==> config.mk <==
export PLATFORM = sky130hd
export DESIGN_NAME = sar_conv_seq
export DESIGN_NICKNAME = d
export VERILOG_FILES = /design/src/rtl/sar_pkg.sv /design/src/rtl/sar_edge_det.sv /design/src/rtl/sar_step_ctrl.sv /design/src/rtl/sar_search_reg.sv /design/src/rtl/sar_read_port.sv /design/src/rtl/sar_conv_seq.sv
export SDC_FILE = /design/constraint.sdc
export NUM_CORES = 1
export LEC_CHECK = 0
export ABC_AREA = 1
export BUFFER_PORTS_ARGS = -buffer_cell sky130_fd_sc_hd__clkbuf_2
export CAP_MARGIN = 10
export CELL_PAD_IN_SITES_DETAIL_PLACEMENT = 1
export CELL_PAD_IN_SITES_GLOBAL_PLACEMENT = 1
export CORE_ASPECT_RATIO = 2
export CORE_MARGIN = 5
export CORE_UTILIZATION = 35
export CTS_BUF_LIST = sky130_fd_sc_hd__clkbuf_16
export CTS_CLUSTER_SIZE = 20
export DETAILED_ROUTE_END_ITERATION = 7
export GPL_ROUTABILITY_DRIVEN = 0
export PLACE_DENSITY = 0.8
export SLEW_MARGIN = 20
export SYNTH_ARGS = -nofsm -noshare
export SYNTH_HDL_FRONTEND = slang
export SYNTH_SLANG_ARGS = --single-unit
==> constraint.sdc <==
create_clock -name clk -period 1.6 [get_ports clk]
set_clock_uncertainty 0.15 [all_clocks]
set_input_delay 0.08 -clock clk [delete_from_list [all_inputs] [get_ports clk]]
set_output_delay 0.08 -clock clk [all_outputs]
set_load 0.005 [all_outputs]
==> src/rtl/sar_pkg.sv <==
`timescale 1ns/1ps
package sar_pkg;
  // number of clock cycles busy stays high for one conversion
  function automatic int unsigned conv_cycles(input int unsigned res);
    return res + 2;
  endfunction

  // bit position resolved at a given search step (step 1 resolves the MSB)
  function automatic int unsigned step_bit(input int unsigned res, input int unsigned step);
    return res - step;
  endfunction
endpackage

==> src/rtl/sar_edge_det.sv <==
`timescale 1ns/1ps
module sar_edge_det (
  input  logic clk,
  input  logic rst_n,
  input  logic sig_n,
  output logic fall
);
  logic sig_q;

  always_ff @(posedge clk or negedge rst_n) begin
    if (!rst_n) sig_q <= 1'b1;
    else        sig_q <= sig_n;
  end

  assign fall = sig_q & ~sig_n;
endmodule

==> src/rtl/sar_step_ctrl.sv <==
`timescale 1ns/1ps
module sar_step_ctrl #(
  parameter int unsigned RES = 12,
  localparam int unsigned NCYC = sar_pkg::conv_cycles(RES),
  localparam int unsigned CW = $clog2(NCYC)
) (
  input  logic          clk,
  input  logic          rst_n,
  input  logic          fall,
  input  logic          auto_sleep,
  output logic          busy,
  output logic          start,
  output logic          done,
  output logic          bit_step,
  output logic [CW-1:0] step,
  output logic          sleeping
);
  localparam logic [CW-1:0] LAST = CW'(NCYC - 1);
  localparam logic [CW-1:0] LAST_BIT = CW'(RES);

  assign start    = fall & ~busy;
  assign done     = busy && (step == LAST);
  assign bit_step = busy && (step != '0) && (step <= LAST_BIT);

  always_ff @(posedge clk or negedge rst_n) begin
    if (!rst_n) begin
      busy     <= 1'b0;
      step     <= '0;
      sleeping <= 1'b0;
    end else if (start) begin
      busy     <= 1'b1;
      step     <= '0;
      sleeping <= 1'b0;
    end else if (done) begin
      busy     <= 1'b0;
      step     <= '0;
      sleeping <= auto_sleep;
    end else if (busy) begin
      step     <= step + CW'(1);
    end
  end

  AST_START_RAISES_BUSY: assert property (@(posedge clk) disable iff (!rst_n)
    start |=> busy && step == '0);
  AST_STEP_BOUND: assert property (@(posedge clk) disable iff (!rst_n)
    busy |-> step <= LAST);
  AST_DONE_DROPS_BUSY: assert property (@(posedge clk) disable iff (!rst_n)
    done |=> !busy);
  AST_IGNORE_WHILE_BUSY: assert property (@(posedge clk) disable iff (!rst_n)
    (fall && busy && !done) |=> busy && step == $past(step) + CW'(1));
  AST_SLEEP_AFTER_DONE: assert property (@(posedge clk) disable iff (!rst_n)
    (done && auto_sleep) |=> sleeping);
  AST_SLEEP_CLEARS: assert property (@(posedge clk) disable iff (!rst_n)
    start |=> !sleeping);
endmodule

==> src/rtl/sar_search_reg.sv <==
`timescale 1ns/1ps
module sar_search_reg #(
  parameter int unsigned RES = 12,
  parameter int unsigned CW  = 4
) (
  input  logic           clk,
  input  logic           rst_n,
  input  logic           start,
  input  logic           done,
  input  logic           bit_step,
  input  logic [CW-1:0]  step,
  input  logic           cmp_in,
  output logic [RES-1:0] trial,
  output logic [RES-1:0] result
);
  localparam logic [RES-1:0] MSB_ONLY = {1'b1, {(RES-1){1'b0}}};

  logic [CW-1:0]  bidx;
  logic [RES-1:0] cur_mask;
  logic [RES-1:0] next_mask;
  logic [RES-1:0] keep_mask;

  assign bidx      = CW'(RES) - step;
  assign cur_mask  = {{(RES-1){1'b0}}, 1'b1} << bidx;
  assign next_mask = cur_mask >> 1;

  // per-bit decision: the bit under test takes the comparator value
  for (genvar i = 0; i < RES; i++) begin : g_keep
    assign keep_mask[i] = cur_mask[i] & cmp_in;
  end

  always_ff @(posedge clk or negedge rst_n) begin
    if (!rst_n) begin
      trial  <= '0;
      result <= '0;
    end else begin
      if (start)         trial  <= MSB_ONLY;
      else if (bit_step) trial  <= (trial & ~cur_mask) | keep_mask | next_mask;
      if (done)          result <= trial;
    end
  end

  AST_BIT_FOLLOWS_CMP: assert property (@(posedge clk) disable iff (!rst_n)
    bit_step |=> trial[$past(bidx)] == $past(cmp_in));
  AST_RESULT_HELD: assert property (@(posedge clk) disable iff (!rst_n)
    !done |=> $stable(result));
endmodule

==> src/rtl/sar_read_port.sv <==
`timescale 1ns/1ps
module sar_read_port #(
  parameter int unsigned RES = 12
) (
  input  logic           cs_n,
  input  logic           rd_n,
  input  logic [RES-1:0] result,
  output logic           db_oe,
  output logic [RES-1:0] db_out
);
  assign db_oe = ~cs_n & ~rd_n;

  for (genvar i = 0; i < RES; i++) begin : g_gate
    assign db_out[i] = result[i] & db_oe;
  end
endmodule

==> src/rtl/sar_conv_seq.sv <==
`timescale 1ns/1ps
module sar_conv_seq #(
  parameter int unsigned RES = 12,
  localparam int unsigned CW = $clog2(sar_pkg::conv_cycles(RES))
) (
  input  logic           clk,
  input  logic           rst_n,
  input  logic           cnv_n,
  input  logic           cmp_in,
  input  logic           auto_sleep_en,
  input  logic           cs_n,
  input  logic           rd_n,
  output logic           busy,
  output logic           sleeping,
  output logic [RES-1:0] dac_code,
  output logic [RES-1:0] db_out,
  output logic           db_oe
);
  logic           cnv_fall;
  logic           conv_start;
  logic           conv_done;
  logic           bit_step;
  logic [CW-1:0]  step;
  logic [RES-1:0] result;

  sar_edge_det i_edge (
    .clk   (clk),
    .rst_n (rst_n),
    .sig_n (cnv_n),
    .fall  (cnv_fall)
  );

  sar_step_ctrl #(.RES(RES)) i_ctrl (
    .clk        (clk),
    .rst_n      (rst_n),
    .fall       (cnv_fall),
    .auto_sleep (auto_sleep_en),
    .busy       (busy),
    .start      (conv_start),
    .done       (conv_done),
    .bit_step   (bit_step),
    .step       (step),
    .sleeping   (sleeping)
  );

  sar_search_reg #(.RES(RES), .CW(CW)) i_search (
    .clk      (clk),
    .rst_n    (rst_n),
    .start    (conv_start),
    .done     (conv_done),
    .bit_step (bit_step),
    .step     (step),
    .cmp_in   (cmp_in),
    .trial    (dac_code),
    .result   (result)
  );

  sar_read_port #(.RES(RES)) i_port (
    .cs_n   (cs_n),
    .rd_n   (rd_n),
    .result (result),
    .db_oe  (db_oe),
    .db_out (db_out)
  );

  AST_BUS_QUIET: assert property (@(posedge clk) disable iff (!rst_n)
    !db_oe |-> db_out == '0);
  AST_HELD_LOW_NO_START: assert property (@(posedge clk) disable iff (!rst_n)
    (!busy && !cnv_fall) |=> !busy);
endmodule

==> qor.txt, run 1 <==
CTS sink cnt - 31
WP data required - 1.61 ns
FF/Latch Area - 778 sq um
#FFs+latches synth - 31
DRT iter0 DRCs - 50
Worst Tran Pin Value - 0.414 ns
Max Freq - 620 MHz
P_sw - 2.56 mW
Post-Syn Instances - 241
# placed instances - 339
Comb power frac - 0.583
Fillers - 626
Area of the multi-input gates - 970 sq um
Cell Area, Placed - 2090 sq um
P_int - 2.93 mW
# rows - 36
WP buf/inv - 3
Post-synth ARST share - 1.00
CTS buffer count - 5
Initial antenna violation count - 0
GR Overflow Total - 0
Power, Total - 5.49 mW
Register-to-register setup slack - -0.01 ns
Tmin final - 1.61 ns
Cell accounting for the most synthesized area - dfrtp_1
Post-Route WL - 5250 microns
Antenna cells - 0
Synth warn - 0
Sum Neg Setup Slack - -0.0220 ns
Top_reg_cell synth - dfrtp_1
Share of power burned in registers - 0.258
Final Hold Vio Count - 0
Max incr delay on CP - 0.46 ns
Syn-to-layout area delta - 38.1%
Max_cap viols - 0
Sw Share - 0.466
# IOs - 34
Final ANT Viol Nets - 0
P_leak - 1.22 nW
CTS tree - done
Critical path class - reg2reg
Synth top area cells - dfrtp_1, nand2_1, nand3_1, inv_1, nor2_1
WP data arrival - 1.62 ns
Critical-path top delay cell - dfrtp_2
DRC errors left - 0
Clock buffer depth - 2
Non-filler instance count after layout - 350
Post-Syn Area - 1740 sq um
Post-synth EDFFs - 0
Fin crit share - 1.01
Post-CTS Setup Inserts - 0
DIE AREA - 6570 sq um
Most common cell in the synthesized netlist - nand2_1
DP Worst Slack - -0.0663 ns
HPWL after DPL - 3780 microns
PortBufs - 33
Sequential element share of the synthesized area - 0.446
Post-synth top cells - nand2_1, nand3_1, dfrtp_1, inv_1, nor2_1
Clock Latency Late Sink - 0.27 ns
Avg Inst Size Synth - 7.22 sq um
Worst setup margin - -0.0130 ns
Clk root buf - clkbuf_16
CP cell instances - inv_1 > nand3_1 > nand3_2 > inv_1 > buf_12 > nand2_1 > nand2_1
Share of the synthesized area in the top cell type - 0.431
Vias per inst - 5.09
Slew Limit Fails - 0
Maximum VDD drop - 0.963 mV
Total track usage - 0.169
Final Cell Area - 2400 sq um
Power Dens Cells - 2280 nW/um^2
Failing checks - negative setup slack
Layout cells sized above 1 - 0.334
Pin count of the biggest net entering global routing - 32
Result of the run - complete, but fails checks
Pre-antenna DRT Iters - 4
Clock share of power - 0.159
Setup crit start kind - flip-flop
Critical path endpoint category - flip-flop
Wire per inst - 15.0 microns
Worst slew margin - 0.724
Worst hold-check path type - in2reg
Worst-path clk slew - 0.05 ns
Crit-path max FO - 10
Nets - 307
Core area - 4860 sq um
Distinct cell type count after synthesis - 21
Die Span Y - 110 microns
Starting Density - 0.358
CTS HTree Levels - 2
Vias in the first global route - 1911
Net count after synthesis - 255
First-pass GRT wire length - 8450 microns
Top cell family by delay on the critical path - simple AND/OR/NAND/NOR gates
Setup Viol. Count Final - 2
Die X - 59.9 microns
Vias - 1783
RSZ-0062 raised after global routing - true
timing repair:
item	CTS	global route
pin swaps	2	16
resized for setup	12	34
hold buffers	3	0
endpoints found under the setup margin	12	25
gates cloned	0	1
hold endpoints to repair	32	0
area by class of cell:
cell class / instances / area share
clock buffers: 5 / 0.0521
multi-input cells: 175 / 0.403
repair buffers: 51 / 0.140
flip-flops and latches: 31 / 0.324
clock inverters: 2 / 0.00364
well taps: 57 / 0.0297
inverters: 29 / 0.0474
through the flow:
stage / hold WS [ns] / utilization
after floorplan: -0.366 / -
after global placement: -0.0307 / 0.429
after detailed placement: -0.0254 / 0.429
after CTS: 0.182 / 0.472
after global routing: 0.234 / 0.494
final: 0.208 / 0.494
sequential cells by signal (all words and copies together) (netlist names):
| name | flops |
|---|---|
| i_search.trial | 12 |
| i_ctrl.step | 4 |
| i_ctrl.busy | 1 |
| i_edge.sig_q | 1 |
| i_ctrl.sleeping | 1 |
| i_search.result | 12 |
worst register-to-register path, stage by stage, from the launching register on:
cell and delay, ns:
dfrtp_2 0.46, inv_1 0.20, nand3_1 0.19, nand3_2 0.16
inv_1 0.10, buf_12 0.15, nand2_1 0.07, nand2_1 0.05
path summary, 6_finish.rpt:
check | start | cells past startpoint | end
setup / recovery | i_ctrl.step[2]$_DFFE_PN0P_ | 7 | i_search.trial[10]$_DFFE_PN0P_
hold / removal | cmp_in | 5 | i_search.trial[1]$_DFFE_PN0P_
setup reg to reg | i_ctrl.step[2]$_DFFE_PN0P_ | 7 | i_search.trial[10]$_DFFE_PN0P_
hold reg to reg | i_ctrl.sleeping$_DFFE_PN0P_ | 2 | i_ctrl.sleeping$_DFFE_PN0P_
max in group asynchronous | rst_n | 3 | i_edge.sig_q$_DFF_PN1_
min in group asynchronous | rst_n | 3 | i_search.trial[7]$_DFFE_PN0P_
power groups by stage:
stage / registers [mW] / clock network [mW] / logic, mW
after floorplan: 1.40 / 0 / 1.71
after global placement: 1.39 / 0 / 2.53
after global routing: 1.46 / 0.936 / 3.58
after CTS: 1.40 / 0.894 / 2.83
final: 1.42 / 0.870 / 3.20
after detailed placement: 1.41 / 0 / 2.63
metal layers:
| metal | wire length [microns] | vias up | global-route usage |
|---|---|---|---|
| li1 | - | 858 | - |
| met1 | 1840 | 879 | 0.153 |
| met2 | 3090 | 31 | 0.331 |
| met3 | 159 | 15 | 0.0270 |
| met4 | 162 | 0 | 0.0919 |
| met5 | 0 | - | 0 |
kinds of logic (layout without fill, tap and decap cells):
family	count (synthesis)	in the layout	synth area share
buf+inv	36	87	0.0920
fa+ha+maj	7	7	0.0503
simple gates	149	150	0.357
compound gates	18	18	0.0539
flops	31	31	0.446
placed cells by master, fill, tap and decap left out, types with 6 or more instances in the layout:
master     n
buf_4     12
inv_1     22
nand2_2   16
nand2_1   67
dfrtp_1   29
o21ai_0   14
nor2_4     8
nor2_1    17
ha_1       6
nand3_1   29
clkbuf_2  33
Power figures use the tool's default switching activity.
==> inputs of run 2 (changes only) <==
SETUP_SLACK_MARGIN = 0.2   (was default)
SKIP_CTS_REPAIR_TIMING = 1   (was default)
==> run 2 against run 1 <==
The flow still finishes with violations (negative setup slack). Sequential cell count stayed put. Total power grew 11%. Clock power grew 3.1%. Die area is the same. Worst hold slack worse by 0.15 ns. Largest power group unchanged. Highest routed layer unchanged.
==> qor.txt, run 2 (synthesis gave the netlist of run 1 again) <==
Result of the run - complete, but fails checks
Failing checks - negative setup slack
Critical path class - reg2reg
# rows - 36
Most common cell after layout, fill and taps aside - nand2_1
Syn-to-layout area delta - 48.2%
PortBufs - 33
CTS buffer count - 5
Total track usage - 0.174
Pin count of the biggest net entering global routing - 32
Regs by FF count - i_search.result x12, i_search.trial x12, i_ctrl.step x4
# IOs - 34
Slew Limit Fails - 0
HPWL after DPL - 3830 microns
Worst setup margin - -0.134 ns
Power Dens Cells - 2360 nW/um^2
CTS tree - done
DIE AREA - 6570 sq um
Final Hold Vio Count - 0
Final ANT Viol Nets - 0
Worst hold-check path type - in2reg
CTS HTree Levels - 2
Hold WS - 0.0572 ns
Fin crit share - 1.08
Max_cap viols - 0
Vias per inst - 5.29
Die X - 59.9 microns
WP data arrival - 1.75 ns
Worst-path clk slew - 0.05 ns
Core area - 4860 sq um
Tmin final - 1.73 ns
Post-Route WL - 6520 microns
Clock Latency Late Sink - 0.28 ns
Worst Tran Pin Value - 0.429 ns
Wire per inst - 18.1 microns
Max Freq - 577 MHz
GR Overflow Total - 0
Pre-antenna DRT Iters - 4
Vias in the first global route - 1795
DRC errors left - 0
P_leak - 1.29 nW
WP data required - 1.61 ns
Antenna cells - 0
CTS sink cnt - 31
Die Span Y - 110 microns
Nets - 316
Clock buffer depth - 2
Setup Viol. Count Final - 14
Setup crit start kind - flip-flop
Crit-path max FO - 4
Critical path endpoint category - flip-flop
Layout cells sized above 1 - 0.366
Most frequent cells in the layout - nand2_1, clkbuf_2, dfrtp_1
Maximum VDD drop - 1.22 mV
Worst slew margin - 0.714
First-pass GRT wire length - 8500 microns
DP Worst Slack - -0.0659 ns
Initial antenna violation count - 0
Clk root buf - clkbuf_16
DRT iter0 DRCs - 62
RSZ-0062 raised after global routing - true
Starting Density - 0.358
Fillers - 608
Power, Total - 6.09 mW
Vias - 1904
[run 2: cell types whose count changed in the layout (fill, tap and decap cells not counted), sizes merged]
cell | before | now
inv | 29 | 28
clkinvlp | 0 | 2
buf | 15 | 22
clkbuf | 38 | 40
[run 2: worst max-delay path, stage by stage, from the launching register on]
cell and delay, ns:
dfrtp_1 0.36, inv_2 0.08, ha_4 0.18, nand2_1 0.19, nand2_8 0.11, nor2_4 0.14, nand2_1 0.11, nand2_1 0.08
nand3_1 0.07, nand2_1 0.07, nand2_1 0.07
[run 2: metal layers]
metal | wire (microns) | vias up | part of all wire | global-route usage
li1 | - | 875 | - | -
met5 | 0 | - | 0 | 0
met3 | 188 | 23 | 0.029 | 0.0282
met4 | 310 | 0 | 0.048 | 0.0792
met2 | 3960 | 46 | 0.61 | 0.332
met1 | 2070 | 960 | 0.32 | 0.172
[run 2: stage by stage]
stage	area (sq um)	utilization	std cells	TNS [ns]
floorplan	1820	-	241	0
CTS	2220	0.457	343	-0.805
detailed placement	2090	0.429	335	-0.255
finish	2580	0.530	360	-1.37
global placement	2090	0.429	335	0
global route	2580	0.530	360	-2.85
[run 2: final cells by class]
cell class	instances	area (sq um)	share of cell area
tap	57	71.3	0.0277
inverter	29	119	0.0461
clock inverter	3	11.3	0.00437
multi-input combinational	175	1010	0.393
sequential	31	777	0.301
timing repair buffer	60	460	0.179
clock buffer	5	125	0.0485
[run 2: report_power, final]
group | switching (mW) | leakage [nW] | internal [mW] | total (mW)
clock | 0.338 | 0.0701 | 0.559 | 0.897
combinational | 2.30 | 0.836 | 1.49 | 3.78
sequential | 0.268 | 0.388 | 1.14 | 1.41
[run 2: worst paths after layout]
check                                                    start                        endpoint  slack (ns)  cells past startpoint
worst max-delay path                i_ctrl.step[0]$_DFFE_PN0P_  i_search.trial[10]$_DFFE_PN0P_       -0.13                     10
worst min-delay path                                     cnv_n         i_ctrl.busy$_DFFE_PN0P_        0.06                      4
worst max register to register      i_ctrl.step[0]$_DFFE_PN0P_  i_search.trial[10]$_DFFE_PN0P_       -0.13                     10
worst min register to register  i_search.result[5]$_DFFE_PN0P_  i_search.result[5]$_DFFE_PN0P_        0.37                      2
max in group asynchronous                                rst_n          i_edge.sig_q$_DFF_PN1_        0.72                      3
min in group asynchronous                                rst_n     i_ctrl.sleeping$_DFFE_PN0P_        0.25                      3
